### src/rtl/cpwm_pkg.sv
package cpwm_pkg;

  // Which half of the bridge a channel drives.
  typedef enum logic {
    CH_A = 1'b0,
    CH_B = 1'b1
  } cpwm_ch_e;

  // Nominal drive of a channel, derived from the primary nominal waveform.
  function automatic logic chan_nominal(input cpwm_ch_e ch, input logic nom_a);
    return (ch == CH_A) ? nom_a : ~nom_a;
  endfunction

endpackage

### src/rtl/cpwm_timebase.sv
module cpwm_timebase #(
  parameter int CNT_W = 8,
  parameter int DB_W  = 7
) (
  input  logic             clk,
  input  logic             rst_n,
  input  logic             en,
  input  logic [CNT_W-1:0] per_i,
  input  logic [CNT_W-1:0] duty_i,
  input  logic [DB_W-1:0]  db_i,
  output logic [CNT_W-1:0] cnt_o,
  output logic [CNT_W-1:0] per_o,
  output logic [CNT_W-1:0] duty_o,
  output logic [DB_W-1:0]  db_o,
  output logic             wrap_o,
  output logic             nom_o
);

  // Period ends when the timer meets the active period value.
  function automatic logic hits_end(input logic [CNT_W-1:0] c, input logic [CNT_W-1:0] p);
    return c == p;
  endfunction

  // Primary waveform is active below the duty value.
  function automatic logic below_duty(input logic [CNT_W-1:0] c, input logic [CNT_W-1:0] d);
    return c < d;
  endfunction

  assign wrap_o = en && hits_end(cnt_o, per_o);
  assign nom_o  = below_duty(cnt_o, duty_o);

  always_ff @(posedge clk or negedge rst_n) begin
    if (!rst_n) begin
      cnt_o  <= '0;
      per_o  <= '0;
      duty_o <= '0;
      db_o   <= '0;
    end else if (!en) begin
      cnt_o  <= '0;
      per_o  <= per_i;
      duty_o <= duty_i;
      db_o   <= db_i;
    end else if (wrap_o) begin
      cnt_o  <= '0;
      per_o  <= per_i;
      duty_o <= duty_i;
      db_o   <= db_i;
    end else begin
      cnt_o  <= cnt_o + 1'b1;
    end
  end

  // the timer never runs past the active period value
  a_r1_cnt_in_range: assert property (@(posedge clk) disable iff (!rst_n)
    cnt_o <= per_o);

  // settings hold steady between period boundaries
  a_r7_hold_between_wraps: assert property (@(posedge clk) disable iff (!rst_n)
    (en && !wrap_o) |=> $stable({per_o, duty_o, db_o}));

  // disabling clears the timer
  a_r8_idle_clears: assert property (@(posedge clk) disable iff (!rst_n)
    !en |=> cnt_o == '0);

endmodule

### src/rtl/cpwm_dbchan.sv
module cpwm_dbchan #(
  parameter int DB_W = 7
) (
  input  logic            clk,
  input  logic            rst_n,
  input  logic            en,
  input  logic            nom_i,
  input  logic [DB_W-1:0] db_i,
  output logic            drv_o
);

  localparam logic [DB_W-1:0] RUN_MAX = {DB_W{1'b1}};

  logic [DB_W-1:0] run_q;
  logic            drv_d;

  // Count cycles the nominal waveform has been high, saturating.
  function automatic logic [DB_W-1:0] run_step(input logic [DB_W-1:0] r, input logic nom);
    if (!nom)          return '0;
    if (r == RUN_MAX)  return r;
    return r + 1'b1;
  endfunction

  // Gate opens once the wait has covered the dead band.
  function automatic logic gate_open(input logic [DB_W-1:0] r, input logic [DB_W-1:0] db);
    return r >= db;
  endfunction

  assign drv_d = en && nom_i && gate_open(run_q, db_i);

  always_ff @(posedge clk or negedge rst_n) begin
    if (!rst_n) begin
      run_q <= '0;
      drv_o <= 1'b0;
    end else if (!en) begin
      run_q <= '0;
      drv_o <= 1'b0;
    end else begin
      run_q <= run_step(run_q, nom_i);
      drv_o <= drv_d;
    end
  end

  // a drive pulse is only ever produced from an active nominal cycle
  a_r5_needs_nominal: assert property (@(posedge clk) disable iff (!rst_n)
    drv_o |-> $past(nom_i));

  // the wait restarts whenever the nominal waveform drops
  a_r4_wait_restarts: assert property (@(posedge clk) disable iff (!rst_n)
    (en && !nom_i) |=> (run_q == '0 && !drv_o));

  // no drive while disabled
  a_r8_idle_low: assert property (@(posedge clk) disable iff (!rst_n)
    !en |=> !drv_o);

endmodule

### src/rtl/cpwm_halfbridge.sv
module cpwm_halfbridge
  import cpwm_pkg::*;
#(
  parameter int CNT_W = 8,
  parameter int DB_W  = 7
) (
  input  logic             clk,
  input  logic             rst_n,
  input  logic             en_i,
  input  logic [CNT_W-1:0] period_i,
  input  logic [CNT_W-1:0] duty_i,
  input  logic [DB_W-1:0]  deadband_i,
  output logic             pwm_a_o,
  output logic             pwm_b_o
);

  localparam int NCH = 2;

  logic [CNT_W-1:0] cnt;
  logic [CNT_W-1:0] per_s;
  logic [CNT_W-1:0] duty_s;
  logic [DB_W-1:0]  db_s;
  logic             wrap;
  logic             nom_a;
  logic [NCH-1:0]   drv;

  cpwm_timebase #(
    .CNT_W (CNT_W),
    .DB_W  (DB_W)
  ) u_timebase (
    .clk    (clk),
    .rst_n  (rst_n),
    .en     (en_i),
    .per_i  (period_i),
    .duty_i (duty_i),
    .db_i   (deadband_i),
    .cnt_o  (cnt),
    .per_o  (per_s),
    .duty_o (duty_s),
    .db_o   (db_s),
    .wrap_o (wrap),
    .nom_o  (nom_a)
  );

  for (genvar g = 0; g < NCH; g++) begin : g_chan
    logic nom_ch;
    assign nom_ch = chan_nominal(cpwm_ch_e'(g), nom_a);

    cpwm_dbchan #(
      .DB_W (DB_W)
    ) u_chan (
      .clk   (clk),
      .rst_n (rst_n),
      .en    (en_i),
      .nom_i (nom_ch),
      .db_i  (db_s),
      .drv_o (drv[g])
    );
  end

  assign pwm_a_o = drv[int'(CH_A)];
  assign pwm_b_o = drv[int'(CH_B)];

  // no shoot-through
  a_r3_no_overlap: assert property (@(posedge clk) disable iff (!rst_n)
    !(pwm_a_o && pwm_b_o));

  // a dead band of two or more keeps B off right after A drops
  a_r4_gap_after_a: assert property (@(posedge clk) disable iff (!rst_n)
    ($fell(pwm_a_o) && db_s > 1) |=> !pwm_b_o);

  // and symmetrically for A after B drops
  a_r4_gap_after_b: assert property (@(posedge clk) disable iff (!rst_n)
    ($fell(pwm_b_o) && db_s > 1) |=> !pwm_a_o);

  // the period boundary returns the timer to zero
  a_r1_wrap_restart: assert property (@(posedge clk) disable iff (!rst_n)
    wrap |=> cnt == '0);

  // a duty beyond the period leaves B without any nominal time
  a_r6_full_duty: assert property (@(posedge clk) disable iff (!rst_n)
    (en_i && duty_s > per_s) |=> !pwm_b_o);

endmodule

### config.mk
export PLATFORM = sky130hd
export DESIGN_NAME = cpwm_halfbridge
export DESIGN_NICKNAME = d
export VERILOG_FILES = /design/src/rtl/cpwm_pkg.sv /design/src/rtl/cpwm_timebase.sv /design/src/rtl/cpwm_dbchan.sv /design/src/rtl/cpwm_halfbridge.sv
export SDC_FILE = /design/constraint.sdc
export NUM_CORES = 1
export LEC_CHECK = 0
export CAP_MARGIN = 20
export CORE_AREA = 2 2 89 57
export DETAILED_ROUTE_END_ITERATION = 7
export DIE_AREA = 0 0 91 59
export PLACE_DENSITY = 0.78
export SLEW_MARGIN = 20
export SYNTH_ARGS = -nofsm -noshare
export SYNTH_HDL_FRONTEND = slang
export SYNTH_SLANG_ARGS = --single-unit
### constraint.sdc
create_clock -name clk -period 2.4 [get_ports clk]
set_input_delay 0.24 -clock clk [delete_from_list [all_inputs] [get_ports clk]]
set_output_delay 0.24 -clock clk [all_outputs]
set_load 0.02 [all_outputs]
After elaboration in Yosys (flattened, before gate mapping)
Index checks and enable logic that the tools add are counted.
- word-level logic and storage cells: 56
- output and inout port bits: 2
- flip-flop bits (word level): 47
- bits of input ports: 26
- bitwise gates (word level): 1
- muxes and demuxes: 30
- reductions and logical operators: 5
- $lt $le $gt $ge: 3
- add/sub/neg operators: 3
- eq/ne operators: 6
- operator list (cell ; number):
    7-bit 2-to-1 mux ; 12
    8-bit 2-to-1 mux ; 6
    7-bit by 1-bit adder with 7-bit output, second input constant ; 2
    7-bit == test, second input constant ; 2
    7-bit greater-or-equal comparator ; 2
    1-bit 2-to-1 mux ; 12
    8-bit by 1-bit adder with 8-bit output, second input constant ; 1
    8-bit == test ; 1
    8-bit less-than comparator ; 1
    4-bit by 3-bit != test with 1-bit output, second input constant ; 2
    1-bit logical AND ; 5
    2-bit by 1-bit != test with 1-bit output, second input constant ; 1
    1-bit NOT ; 1

Longest topological paths before layout
- depth in word-level cells: 8
- depth in mapped cells: 7

Hierarchy
A second synthesis with hierarchy kept.
- cells, all modules: 230
- area total of the unflattened synthesis: 2544.9 µm²
- modules (own cells, without submodules) (module ; instances ; cells each ; area each (µm²) ; sequential area each (µm²)):
    cpwm_timebase ; 1 ; 117 ; 1500.2 ; 775.7
    cpwm_dbchan ; 2 ; 56 ; 520.5 ; 200.2
    cpwm_halfbridge ; 1 ; 1 ; 3.8 ; 0.0

Worst setup path after synthesis
OpenSTA, ideal clock, no wires.
- path type: register -> register
- from: reg u_timebase.cnt_o[5]
- to: reg g_chan[0].u_chan.run_q[4]
- arrival: 1642 ps
- slack: 671 ps
- period minus slack after synthesis: 1729 ps
- setup time: 87 ps
- buffers on the path: 0
- stages on the path, launching flop included: 7
- path through: dfrtp_1 > ha_1 > a211o_1 > a21oi_2 > o211ai_2 > a31o_4 > a211oi_2
- longest elaborated chain between the ends: 5
- elaborated cells on any way between the ends: 6
- classes of those cells: 1 x order compare; 1 x eq/ne; 4 x mux
- ends and longest elaborated chain (element ; RTL line ; text):
    start: declaration ; cpwm_timebase.sv:11 ; output logic [CNT_W-1:0] cnt_o,
    start signal: assignment ; cpwm_timebase.sv:49 ; cnt_o <= cnt_o + 1'b1;
    8-bit less-than comparator (*) ; cpwm_timebase.sv:26 ; return c < d;
    1-bit 2-to-1 mux (*) ; cpwm_dbchan.sv:19 ; if (!nom) return '0;
    1-bit 2-to-1 mux (*) ; cpwm_dbchan.sv:35 ; end else if (!en) begin
    7-bit 2-to-1 mux ; cpwm_dbchan.sv:20 ; if (r == RUN_MAX) return r;
    7-bit 2-to-1 mux ; cpwm_dbchan.sv:35 ;
    end signal: assignment ; cpwm_dbchan.sv:39 ; run_q <= run_step(run_q, nom_i);
    end: declaration ; cpwm_dbchan.sv:14 ; logic [DB_W-1:0] run_q;
Every way passes the cells marked *; elsewhere a longest branch is shown, timed or not. The select of a mux whose other input is x is not followed.
A chain may end at the register's enable or synchronous reset.

Final worst setup path
Same ends and word-level chain as after synthesis.

==> impl_metrics.tcl <==
set metrics [dict create \
    status "finished clean" \
    crit_type "flop to flop" \
    ir_drop_mv 0.3231 \
    met1_length_um 2653 \
    core_area_sq_mm 0.004469 \
    die_x_um 91 \
    gp_congestion 0.7990 \
    grt_pass1_wl_um 8280 \
    max_stage_delay_ns 0.45 \
    ios 28 \
    grt_usage_pct 20.23 \
    drt-pass1-iter-count 4 \
    async_flop_share_pct 100.0 \
    antenna_cells 0 \
    synth_cell_types 32 \
    drv_slew 0 \
    cts-buffers-inserted 5 \
    viasPerCell 5.148 \
    worst_pin_slew_ns 0.4843 \
    worstPathArrival_ns 2.08 \
    numPortBuffers 27 \
    ys_seq_area_share_pct 47.36 \
    synthesis.area_sq_mm 0.002484 \
    drtIter0Drc 130 \
    clk_latency_ns 0.29 \
    synth_edf_count 0 \
    path_buf_inv 0 \
    worstReg2RegEnd "g_chan[0].u_chan.run_q[4]" \
    vias 1709 \
    yosysMostFrequentCell "dfrtp_1" \
    fill_cells 395 \
    crit_chain "ha_1 -> a211o_1 -> a21oi_2 -> o211ai_2 -> a31o_4 -> a211oi_2" \
    fin_nets 320 \
    fin_setup_tns_ns 0 \
    required_ns 2.61 \
    setup_viol 0 \
    grt_antenna_before_repair 0 \
    root_buffer "clkbuf_8" \
    min_period_over_period_pct 78.16 \
    slowest_stage "dfrtp_1" \
    critPathTopFamily "compound AO/OA/AOI/OAI gates" \
    instances_no_fill 332 \
    initial_core_util_pct 55.57 \
    cts_tree "yes" \
    num_rows 19 \
    die_y_um 59 \
    min_path_type "primary input to async pin" \
    leakagePower_uw 0.001383 \
    wl_met3_um 131 \
    period_needed_ns 1.876 \
    synth_seq_cells 47 \
    timing.rr.start "u_timebase.cnt_o[5]" \
    fmaxAchievable_ghz 0.5331 \
    syn_to_final_growth_pct 17.33 \
    yosys_warnings 0 \
    synthTopCellsByArea "dfrtp_1 47%, ha_1 12%, o21ai_0 4.0%" \
    yosysTopAreaCell "dfrtp_1" \
    rsz0062_at_grt "no" \
    rrSetupSlack_ns 0.52 \
    syn_nets 285 \
    synthCells 235 \
    placed_cells 325 \
    cp_max_fo 8 \
    syn_avg_cell_area_sq_um 10.57 \
    totalWireLength_um 4675 \
    synthFlopType "dfrtp_1" \
    die-area_sq_mm 0.005369 \
    post-dp-hpwl_um 3609 \
    maxSlewHeadroom_pct 67.59 \
    internal-power_uw 1152 \
    pwr-share-comb_pct 15.3 \
    grt.overflow.total 0 \
    p_sw_uw 393.0 \
    clock_power_share_pct 28.2 \
    drcViolationCount 0 \
    grt_pass1_vias 1762 \
    maxCapViolCount 0 \
    startpoint_type "flop" \
    ant_nets 0 \
    hold_viol 0 \
    synth_top_area_share_pct 47.36 \
    clock_path_buffers 2 \
    dp_slack_ns 0.5670 \
    final_layout_size_suffix_gt1_share_pct 8.178 \
    worst_setup_path_end_kind "flop" \
    reg2reg_depth 6 \
    path_clk_slew_ns 0.08 \
    synth_common_cells "47 x dfrtp_1, 24 x ha_1, 21 x inv_1, 21 x nor2_1, 20 x o21ai_0" \
    cts.sinks 47 \
    finalHoldWorstSlack_ns 0.2848 \
    fin_ws_ns 0.5242 \
    htree_levels 2 \
    grt_max_degree 27 \
    power_frac_seq_pct 56.5 \
    post-route-util_pct 65.20 \
    wl_per_cell_um 14.08 \
    p_sw_share_pct 25.44 \
    routed.top_layer "met4" \
    clock_skew_ns 0.008698 \
    powerDensity_mw_per_mm2 530.1 \
    routed-wl-met2_um 1822 \
]
layer usage:
metal,GRT usage [%],vias to the layer above
met1,30.61,796
met3,4.326,7
li1,-,882
met5,0,-
met2,28.78,24
met4,7.576,0
cell usage in the layout, fill, tap and decap left out, types with 2 or more instances in the layout:
cell type | netlist | layout
nor2_1 | 21 | 21
clkbuf_8 | 0 | 5
a21boi_0 | 2 | 2
dfrtp_1 | 47 | 47
mux2_1 | 6 | 6
o21ai_0 | 20 | 20
nand3_1 | 14 | 14
mux2_2 | 4 | 4
o2111ai_1 | 2 | 2
nand4_1 | 2 | 2
and4_1 | 2 | 2
ha_1 | 24 | 24
nand2_1 | 16 | 16
mux2i_1 | 2 | 2
and3_1 | 4 | 4
xnor2_1 | 11 | 11
a21oi_1 | 9 | 9
xor2_1 | 7 | 7
inv_1 | 21 | 21
buf_4 | 0 | 4
clkdlybuf4s50_1 | 0 | 26
a211oi_2 | 3 | 3
a21o_1 | 4 | 4
a31oi_1 | 2 | 2
worst max path at each step:
stage | start | slack [ns] | depth (start not counted) | endpoint
global route | u_timebase.cnt_o[5] | 0.42 | 6 | g_chan[0].u_chan.run_q[4]
detailed placement | u_timebase.cnt_o[5] | 0.57 | 6 | g_chan[0].u_chan.run_q[4]
finish | u_timebase.cnt_o[5] | 0.52 | 6 | g_chan[0].u_chan.run_q[4]
floorplan | u_timebase.cnt_o[5] | 0.67 | 6 | g_chan[0].u_chan.run_q[4]
CTS | u_timebase.cnt_o[5] | 0.54 | 6 | g_chan[0].u_chan.run_q[4]
global placement | u_timebase.cnt_o[5] | 0.61 | 6 | g_chan[0].u_chan.run_q[4]
power groups by stage:
| stage | logic [uW] | clock network (uW) | registers (uW) |
|---|---|---|---|
| after floorplan | 144 | 0 | 878 |
| after global placement | 228 | 0 | 887 |
| after detailed placement | 238 | 0 | 888 |
| after CTS | 241 | 449 | 873 |
| after global routing | 271 | 484 | 879 |
| final | 237 | 435 | 873 |
cell families (layout without fill, tap and decap cells):
family	Yosys count	in the layout	share of synthesized area, %
AOI/OAI and AO/OA	48	48	13.25
xor gates and xnor gates	18	18	6.348
adders and majority gates	24	24	12.09
buffers and inverters	25	59	4.232
DFF	47	47	47.36
muxes	12	12	5.340
and+or+nand+nor	61	61	11.39
flip-flops by register name, summed over array words and instances, names as in the netlist:
register             flops
g_chan.u_chan.run_q     14
u_timebase.per_o         8
g_chan.u_chan.drv_o      2
u_timebase.duty_o        8
u_timebase.cnt_o         8
u_timebase.db_o          7
what timing repair did:
action | in CTS | in global routing
resized for setup | 0 | 0
hold buffers | 1 | 0
setup buffers | 0 | 0
endpoints found under the hold margin | 5 | 0
cell type report:
class                           count  area (sq um)  area share [%]
Inverter                           21         78.83           2.705
Timing Repair Buffer               32         305.3           10.48
Sequential cell                    47          1176           40.36
Multi-Input combinational cell    163          1202           41.26
Tap cell                           63         78.83           2.705
Clock buffer                        6         72.57           2.490
metrics by stage:
| stage | total power [uW] | area (sq um) |
|---|---|---|
| global route | 1635 | 2914 |
| floorplan | 1022 | 2484 |
| global placement | 1115 | 2831 |
| CTS | 1562 | 2914 |
| finish | 1545 | 2914 |
| detailed placement | 1127 | 2831 |
Note: power is estimated with default switching activity, not from simulation.
